==> src/rtl/qsat_pkg.sv <==
package qsat_pkg;
  localparam int unsigned DATA_W     = 32;
  localparam int unsigned IDX_W      = 4;
  localparam int unsigned COND_W     = 4;
  localparam int unsigned COND_LSB   = 28;
  localparam int unsigned OP_LSB     = 21;
  localparam int unsigned RN_LSB     = 16;
  localparam int unsigned RD_LSB     = 12;
  localparam int unsigned RM_LSB     = 0;
  localparam int unsigned STICKY_BIT = 27;
  localparam logic [COND_W-1:0] COND_ALWAYS = 4'hE;

  typedef enum logic [1:0] {
    OP_ADD  = 2'd0,
    OP_SUB  = 2'd1,
    OP_DADD = 2'd2,
    OP_DSUB = 2'd3
  } op_e;

  typedef struct packed {
    logic [COND_W-1:0] cond;
    op_e               op;
    logic [IDX_W-1:0]  rn;
    logic [IDX_W-1:0]  rd;
    logic [IDX_W-1:0]  rm;
  } dec_t;
endpackage

==> src/rtl/qsat_decode.sv <==
module qsat_decode
  import qsat_pkg::*;
#(
  parameter int unsigned IW = DATA_W
) (
  input  logic [IW-1:0] instr_i,
  output dec_t          dec_o
);
  always_comb begin
    dec_o.cond = instr_i[COND_LSB +: COND_W];
    dec_o.op   = op_e'(instr_i[OP_LSB +: 2]);
    dec_o.rn   = instr_i[RN_LSB +: IDX_W];
    dec_o.rd   = instr_i[RD_LSB +: IDX_W];
    dec_o.rm   = instr_i[RM_LSB +: IDX_W];
  end
endmodule

==> src/rtl/qsat_addsub.sv <==
module qsat_addsub #(
  parameter int unsigned W = 32
) (
  input  logic         sub_i,
  input  logic [W-1:0] a_i,
  input  logic [W-1:0] b_i,
  output logic [W-1:0] y_o,
  output logic         sat_o
);
  localparam logic [W-1:0] MAX_POS = {1'b0, {(W-1){1'b1}}};
  localparam logic [W-1:0] MAX_NEG = {1'b1, {(W-1){1'b0}}};

  logic [W-1:0] raw;
  logic         sa, sb, sr;

  always_comb begin
    raw = sub_i ? (a_i - b_i) : (a_i + b_i);
    sa  = a_i[W-1];
    sb  = b_i[W-1];
    sr  = raw[W-1];
    // add: same-sign inputs, sign flip; sub: opposite-sign inputs, sign flip vs minuend
    sat_o = (sub_i ? (sa != sb) : (sa == sb)) && (sr != sa);
    if (sat_o) y_o = sr ? MAX_POS : MAX_NEG;
    else       y_o = raw;
  end
endmodule

==> src/rtl/qsat_core.sv <==
module qsat_core
  import qsat_pkg::*;
#(
  parameter int unsigned W      = DATA_W,
  parameter bit          DBL_EN = 1'b1
) (
  input  op_e          op_i,
  input  logic [W-1:0] rm_i,
  input  logic [W-1:0] rn_i,
  output logic [W-1:0] y_o,
  output logic         sat_o
);
  logic [W-1:0] rn_eff;
  logic         dbl_sat;
  logic         fin_sat;
  logic         is_sub;

  assign is_sub = (op_i == OP_SUB) || (op_i == OP_DSUB);

  generate
    if (DBL_EN) begin : g_dbl
      logic [W-1:0] dbl_y;
      logic         dbl_s;
      logic         is_dbl;
      assign is_dbl = (op_i == OP_DADD) || (op_i == OP_DSUB);
      qsat_addsub #(.W(W)) u_dbl (
        .sub_i (1'b0),
        .a_i   (rn_i),
        .b_i   (rn_i),
        .y_o   (dbl_y),
        .sat_o (dbl_s)
      );
      assign rn_eff  = is_dbl ? dbl_y : rn_i;
      assign dbl_sat = is_dbl & dbl_s;
    end else begin : g_nodbl
      assign rn_eff  = rn_i;
      assign dbl_sat = 1'b0;
    end
  endgenerate

  qsat_addsub #(.W(W)) u_fin (
    .sub_i (is_sub),
    .a_i   (rm_i),
    .b_i   (rn_eff),
    .y_o   (y_o),
    .sat_o (fin_sat)
  );

  assign sat_o = dbl_sat | fin_sat;
endmodule

==> src/rtl/qsat_sticky.sv <==
module qsat_sticky (
  input  logic clk_i,
  input  logic rst_ni,
  input  logic set_i,
  output logic flag_o
);
  always_ff @(posedge clk_i or negedge rst_ni) begin
    if (!rst_ni)    flag_o <= 1'b0;
    else if (set_i) flag_o <= 1'b1;
  end
endmodule

==> src/rtl/qsat_unit.sv <==
module qsat_unit
  import qsat_pkg::*;
#(
  parameter int unsigned W = DATA_W
) (
  input  logic             clk_i,
  input  logic             rst_ni,
  input  logic             valid_i,
  input  logic [W-1:0]     instr_i,
  input  logic             cond_pass_i,
  input  logic [W-1:0]     rm_val_i,
  input  logic [W-1:0]     rn_val_i,
  output logic [IDX_W-1:0] rm_idx_o,
  output logic [IDX_W-1:0] rn_idx_o,
  output logic             valid_o,
  output logic             wr_en_o,
  output logic [IDX_W-1:0] rd_idx_o,
  output logic [W-1:0]     result_o,
  output logic             sat_flag_o,
  output logic [W-1:0]     status_o
);
  dec_t         dec;
  logic [W-1:0] core_y;
  logic         core_sat;
  logic         exec_en;

  qsat_decode #(.IW(W)) u_dec (
    .instr_i (instr_i),
    .dec_o   (dec)
  );

  assign rm_idx_o = dec.rm;
  assign rn_idx_o = dec.rn;
  assign exec_en  = valid_i && ((dec.cond == COND_ALWAYS) || cond_pass_i);

  qsat_core #(.W(W), .DBL_EN(1'b1)) u_core (
    .op_i  (dec.op),
    .rm_i  (rm_val_i),
    .rn_i  (rn_val_i),
    .y_o   (core_y),
    .sat_o (core_sat)
  );

  qsat_sticky u_sticky (
    .clk_i  (clk_i),
    .rst_ni (rst_ni),
    .set_i  (exec_en & core_sat),
    .flag_o (sat_flag_o)
  );

  always_ff @(posedge clk_i or negedge rst_ni) begin
    if (!rst_ni) begin
      valid_o  <= 1'b0;
      wr_en_o  <= 1'b0;
      rd_idx_o <= '0;
      result_o <= '0;
    end else begin
      valid_o <= valid_i;
      wr_en_o <= exec_en;
      if (valid_i) rd_idx_o <= dec.rd;
      if (exec_en) result_o <= core_y;
    end
  end

  always_comb begin
    status_o             = '0;
    status_o[STICKY_BIT] = sat_flag_o;
  end
endmodule

==> config.mk <==
export PLATFORM = sky130hd
export DESIGN_NAME = qsat_unit
export DESIGN_NICKNAME = d
export VERILOG_FILES = /design/src/rtl/qsat_pkg.sv /design/src/rtl/qsat_decode.sv /design/src/rtl/qsat_addsub.sv /design/src/rtl/qsat_core.sv /design/src/rtl/qsat_sticky.sv /design/src/rtl/qsat_unit.sv
export SDC_FILE = /design/constraint.sdc
export NUM_CORES = 1
export LEC_CHECK = 0
export CORE_MARGIN = 2
export CORE_UTILIZATION = 35
export CTS_CLUSTER_DIAMETER = 150
export DETAILED_ROUTE_END_ITERATION = 6
export PLACE_DENSITY = 0.73
export SETUP_SLACK_MARGIN = 0.2
export SLEW_MARGIN = 15
export SYNTH_ARGS = -nofsm -noshare
export SYNTH_HDL_FRONTEND = slang
export SYNTH_SLANG_ARGS = --single-unit
==> constraint.sdc <==
create_clock -name clk_i -period 1 [get_ports clk_i]
set_clock_uncertainty 0.2 [all_clocks]
set_input_delay 0.2 -clock clk_i [delete_from_list [all_inputs] [get_ports clk_i]]
set_output_delay 0.2 -clock clk_i [all_outputs]
set_load 0.1 [all_outputs]
== Word level (Yosys, flattened, before mapping) ==
Index checks and enable logic that the tools add are counted.

* Register bits after elaboration: 39
* Bits of input ports: 100
* Word-level logic and storage cells: 31

* Add/subtract/negate cells: 3
* Equality and inequality tests: 8
* Multiplexer cells: 7
* Bitwise logic cells: 3
* Reduce and logical (&&, ||, !) cells: 5

{| class="wikitable"
|+ Operator list
! cell !! number
|-
| $mux 32 || 6
|-
| $add 32x32->32 || 2
|-
| $sub 32x32->32 || 1
|-
| $eq 2x2->1 const B || 2
|-
| $eq 4x4->1 const B || 1
|-
| $logic_or 1x1->1 || 3
|-
| $ne 1x1->1 || 3
|-
| $and 1x1->1 || 2
|-
| $eq 2x1->1 const B || 1
|-
| $logic_and 1x1->1 || 2
|-
| $eq 1x1->1 || 1
|-
| $mux 1 || 1
|-
| $or 1x1->1 || 1
|}

== Logic depth before layout (Yosys ltp) ==
Gate-level depths: netlist of run 1.

* Depth after elaboration: 10
* Gate-level depth with buffers: 24

== Cells and area by module ==
A second synthesis of run 1 with hierarchy kept.

* Cells, all modules: 975
* Area total of the unflattened synthesis: 7896.3 um2

{| class="wikitable"
|+ Modules (own cells, without submodules)
! module !! instances !! cells each !! area each (um2) !! sequential area each (um2)
|-
| qsat_addsub at u_core.u_fin || 1 || 407 || 2760.1 || 0.0
|-
| qsat_addsub at u_core.g_dbl.u_dbl || 1 || 394 || 2742.6 || 0.0
|-
| qsat_unit || 1 || 115 || 1671.6 || 950.9
|-
| qsat_core || 1 || 39 || 555.5 || 0.0
|-
| qsat_decode || 1 || 18 || 135.1 || 0.0
|-
| qsat_sticky || 1 || 2 || 31.3 || 25.0
|}

== Worst setup path after synthesis of run 1 ==
Ideal clock, no wire load.

* Path type: input to register
* Start: input rn_val_i[31]
* End: register result_o[25]
* Library setup time: 126 ps
* Arrival: 4821 ps
* Required time: 674 ps
* Slack: -4147 ps
* Stages: 24
* Path buffers: 5
* Cell sequence: inv_1 ha_1 buf_6 or3b_1 buf_2 o221a_4 nor4b_4 nand2_4 nor4_1 nor2_1 xor2_1 ha_1 clkbuf_1 nand3_1 nor2_1 and4_1 o21ai_0 a31oi_1 a311oi_1 xnor2_1 o21a_1 buf_6 buf_2 a221o_1

* Cells in the longest elaborated chain, start to end: 9

{| class="wikitable"
|+ RTL lines
! item !! RTL line !! text
|-
| start: declaration || qsat_unit.sv:12 || <nowiki>input logic [W-1:0] rn_val_i,</nowiki>
|-
| $add 32x32->32 || qsat_addsub.sv:17 || <nowiki>raw = sub_i ? (a_i - b_i) : (a_i + b_i);</nowiki>
|-
| $mux 32 / $ne 1x1->1 (equally long branches) || qsat_addsub.sv:23, qsat_addsub.sv:22 ||
|-
| $mux 32 || qsat_addsub.sv:23 || <nowiki>if (sat_o) y_o = sr ? MAX_POS : MAX_NEG;</nowiki>
|-
| $mux 32 * || qsat_core.sv:33 || <nowiki>assign rn_eff = is_dbl ? dbl_y : rn_i;</nowiki>
|-
| $add 32x32->32 / $sub 32x32->32 (equally long branches) || qsat_addsub.sv:17 ||
|-
| $mux 32 || qsat_addsub.sv:17 ||
|-
| $ne 1x1->1 || qsat_addsub.sv:22 || <nowiki>sat_o = (sub_i ? (sa != sb) : (sa == sb)) && (sr != sa);</nowiki>
|-
| $logic_and 1x1->1 || qsat_addsub.sv:22 ||
|-
| $mux 32 * || qsat_addsub.sv:23 ||
|-
| end signal: assignment || qsat_unit.sv:61 || <nowiki>if (exec_en) result_o <= core_y;</nowiki>
|-
| end: declaration || qsat_unit.sv:18 || <nowiki>output logic [W-1:0] result_o,</nowiki>
|}

Every way passes the cells marked *; elsewhere a longest branch is shown, timed or not.
A chain may end at the register's enable or synchronous reset.

== Worst setup path in the final report of run 1 ==
* Start: input rn_val_i[31]
* End: register result_o[2]

Same word-level chain as after synthesis.

==> results_dict.tcl, run 1 <==
set metrics [dict create \
    crit_chain "buf_6, buf_6, inv_12, ha_4, or3b_4, o221a_4, nor4b_4, buf_6, nand2_4, nor4_2, a21oi_1, xnor2_1, ha_1, nand3_1, nor2_1, a22o_1, o22ai_2, a31oi_2, a311oi_2, xnor2_2, buf_4, buf_6, or2_4, a221o_1" \
    clock_insertion_delay_worst_skew_ns 0.28 \
    timing.setup.tns_ns -143.57 \
    vdd.ir_drop.worst_v 0.00104 \
    placement.io_buffers 117 \
    critical-path-max-stage-delay_ns 0.40 \
    tritoncts "done" \
    synth.top_cells.by_area "sky130_fd_sc_hd__dfrtp_1, sky130_fd_sc_hd__ha_1, sky130_fd_sc_hd__buf_4, sky130_fd_sc_hd__a21oi_1, sky130_fd_sc_hd__a221o_1" \
    cts_root_buffer "sky130_fd_sc_hd__clkbuf_16" \
    yosys_reg_bits 39 \
    timing.critical_path.max_delay_family "simple AND/OR/NAND/NOR gates" \
    first_global_vias 5672 \
    fin_area_sq_um 8330 \
    yosys.area.top_type "sky130_fd_sc_hd__dfrtp_1" \
    die-height_microns 120 \
    cellPowerDensity_nw_per_um2 2150 \
    slew_headroom 0.541 \
    placed_cell_area_sq_um 7720 \
    path_common_cell "sky130_fd_sc_hd__buf_6" \
    grt_start_max_net_pins 40 \
    final_standard_cell_count_with_taps_included_and_fillers_excluded 1063 \
    post_synth.cell_area_avg_sq_um 8.00 \
    dr.pass1.iters 5 \
    netlist_top_cells_count "sky130_fd_sc_hd__a21oi_1, sky130_fd_sc_hd__nor2_1, sky130_fd_sc_hd__nand2_1, sky130_fd_sc_hd__buf_4, sky130_fd_sc_hd__dfrtp_1" \
    finish.net_count 1019 \
    syn2layout_area_growth_pct 75.5 \
    r2r_setup_slack_ns -0.26 \
    maxCapViolations 0 \
    synth_cell_type_count 66 \
    cts-htree-levels 2 \
    critPathBufInv 6 \
    clkTransAtPathRegs_ns 0.06 \
    global_route_total_overflow 0 \
    final_antenna_net_count 0 \
    grt_first_pass_wirelength_mm 26.6 \
    yosysTopAreaCellShare 0.206 \
    diodes 0 \
    multiInputGateArea_sq_um 3540 \
    top_level_ports 179 \
    post_synth_inst_count 593 \
    wl_per_cell_microns 15.9 \
    power_leakage_nw 3.82 \
    tritoncts.num_buffers 5 \
    timing.final.max_slew_violations 0 \
    clock_tree.buffer_depth 2 \
    setup_ws_ns -3.98 \
    routed_wl_mm 16.9 \
    fillers 1083 \
    core_area_sq_um 13200 \
    synth-seq-area-share 0.206 \
    rsz0062_at_grt "yes" \
    period_share 4.98 \
    worst-endpoint-required_ns 0.97 \
    timing.final.setup_violations 77 \
    worstMarginPinSlew_ns 0.685 \
    worstHoldPathType "input port to async pin" \
    seq_area_sq_um 1120 \
    placement_rows 42 \
    critical_path_arrival_ns 4.95 \
    synthesis.area_sq_um 4740 \
    placer_congestion 0.933 \
    route.detailed.drc 0 \
    violated_checks "negative hold slack, negative setup slack" \
    drt-vias-per-instance 5.29 \
    place.detailed.instances 1019 \
    fin_crit_ns 4.98 \
    synth_enable_flop_cells 0 \
    yosys_warnings 0 \
    post-dp-hpwl_mm 13.3 \
    starting_density_of_the_core 0.358 \
    worstSetupEndpointType "flip-flop" \
    dr_vias 5625 \
    fmaxAchievable_ghz 0.201 \
    worst_setup_path_start_kind "input port" \
    grt_use_total 0.226 \
    tritoncts_num_sinks 39 \
    yosysMostFrequentCell "sky130_fd_sc_hd__a21oi_1" \
    grt_antenna_before_repair 0 \
    first_iter_violations 291 \
    final_util 0.629 \
    die-width_microns 120 \
    run_status "complete, but fails checks" \
    ys_async_sr_fraction 1.00 \
    worst_hold_slack_ns -0.329 \
    final_layout_size_suffix_gt1_frac 0.404 \
    crit_type "input port to flip-flop" \
    path_max_fanout 6 \
    postSynth.topFlopCell "sky130_fd_sc_hd__dfrtp_1" \
    critical-path-slowest-cell "sky130_fd_sc_hd__or3b_4" \
    die_area_sq_um 14500 \
    count_of_final_hold_check_violations 39 \
]
stage by stage:
| step | power [mW] | setup slack, ns |
|---|---|---|
| finish | 17.9 | -3.98 |
| global route | 18.7 | -4.16 |
| CTS | 17.8 | -3.92 |
| detailed placement | 15.5 | -5.12 |
| global placement | 15.2 | -4.84 |
| floorplan | 10.7 | -4.03 |
cells by family after synthesis:
family / count (synthesis) / synth area share
muxes: 6 / 0.0140
DFF: 39 / 0.206
buffers and inverters: 86 / 0.109
other: 1 / 0.000790
xor gates and xnor gates: 55 / 0.102
adders and majority gates: 33 / 0.0886
AOI/OAI and AO/OA: 189 / 0.285
and+or+nand+nor: 184 / 0.195
placed cells by master, fill, tap and decap left out, drive strengths merged, types with 7 or more instances in the layout:
cell type      Yosys  layout
buf               51     254
a21oi             57      57
nor2b              9       9
xor2              25      25
dfrtp             39      39
o21ai             23      23
clkbuf            21      12
nand2             50      50
nor2              53      53
inv               14      14
ha                32      32
xnor2             30      30
nand3             20      20
or3               11      11
a21o              16      16
a221o             28      28
a31oi             10      10
o311ai             7       7
nor3              10      11
clkdlybuf4s50      0      67
and3               7       7
conb               1      31
registers in the layout, summed over array words and instances (netlist names):
register         flops
valid_o              1
wr_en_o              1
rd_idx_o             4
result_o            32
u_sticky.flag_o      1
repair_timing:
action                                  in CTS  in global routing
endpoints found under the setup margin      79                 78
pin swaps                                   29                 20
gates cloned                                 2                  1
hold endpoints to repair                    39                 39
setup buffers                               29                  4
gates resized for setup                     50                 13
per-layer routing:
layer  GRT usage  up-vias  wire, microns
met1       0.278     2657           6900
met4      0.0959        0            558
met5           0        -              0
li1            -     2705              -
met2       0.402      216           8440
met3      0.0208       47            962
final timing paths:
path                                 startpoint              end  depth (start not counted)
worst min register to register  u_sticky.flag_o  u_sticky.flag_o                          1
worst max-delay path               rn_val_i[31]      result_o[2]                         24
worst min-delay path                     rst_ni     result_o[28]                          2
min in group clk_i                      valid_i          valid_o                          2
worst max register to register     result_o[12]     result_o[12]                          2
max in group asynchronous                rst_ni      rd_idx_o[2]                          2
final cells by class:
class,count,share of cell area
repair buffers,327,0.387
multi-input cells,499,0.425
flip-flops and latches,39,0.135
well taps,176,0.0264
clock buffers,8,0.0188
inverters,14,0.00781
power breakdown:
group,internal [mW],switching (mW)
Sequential,2.48,0.619
Clock,1.06,0.582
Combinational,5.60,7.57
Note: power is estimated with default switching activity, not from simulation.
==> run 2, diff against run 1 <==
- CTS_CLUSTER_SIZE: default -> 16
==> results of run 2 <==
The final DEF is identical to that of run 1; final timing and power are the same.
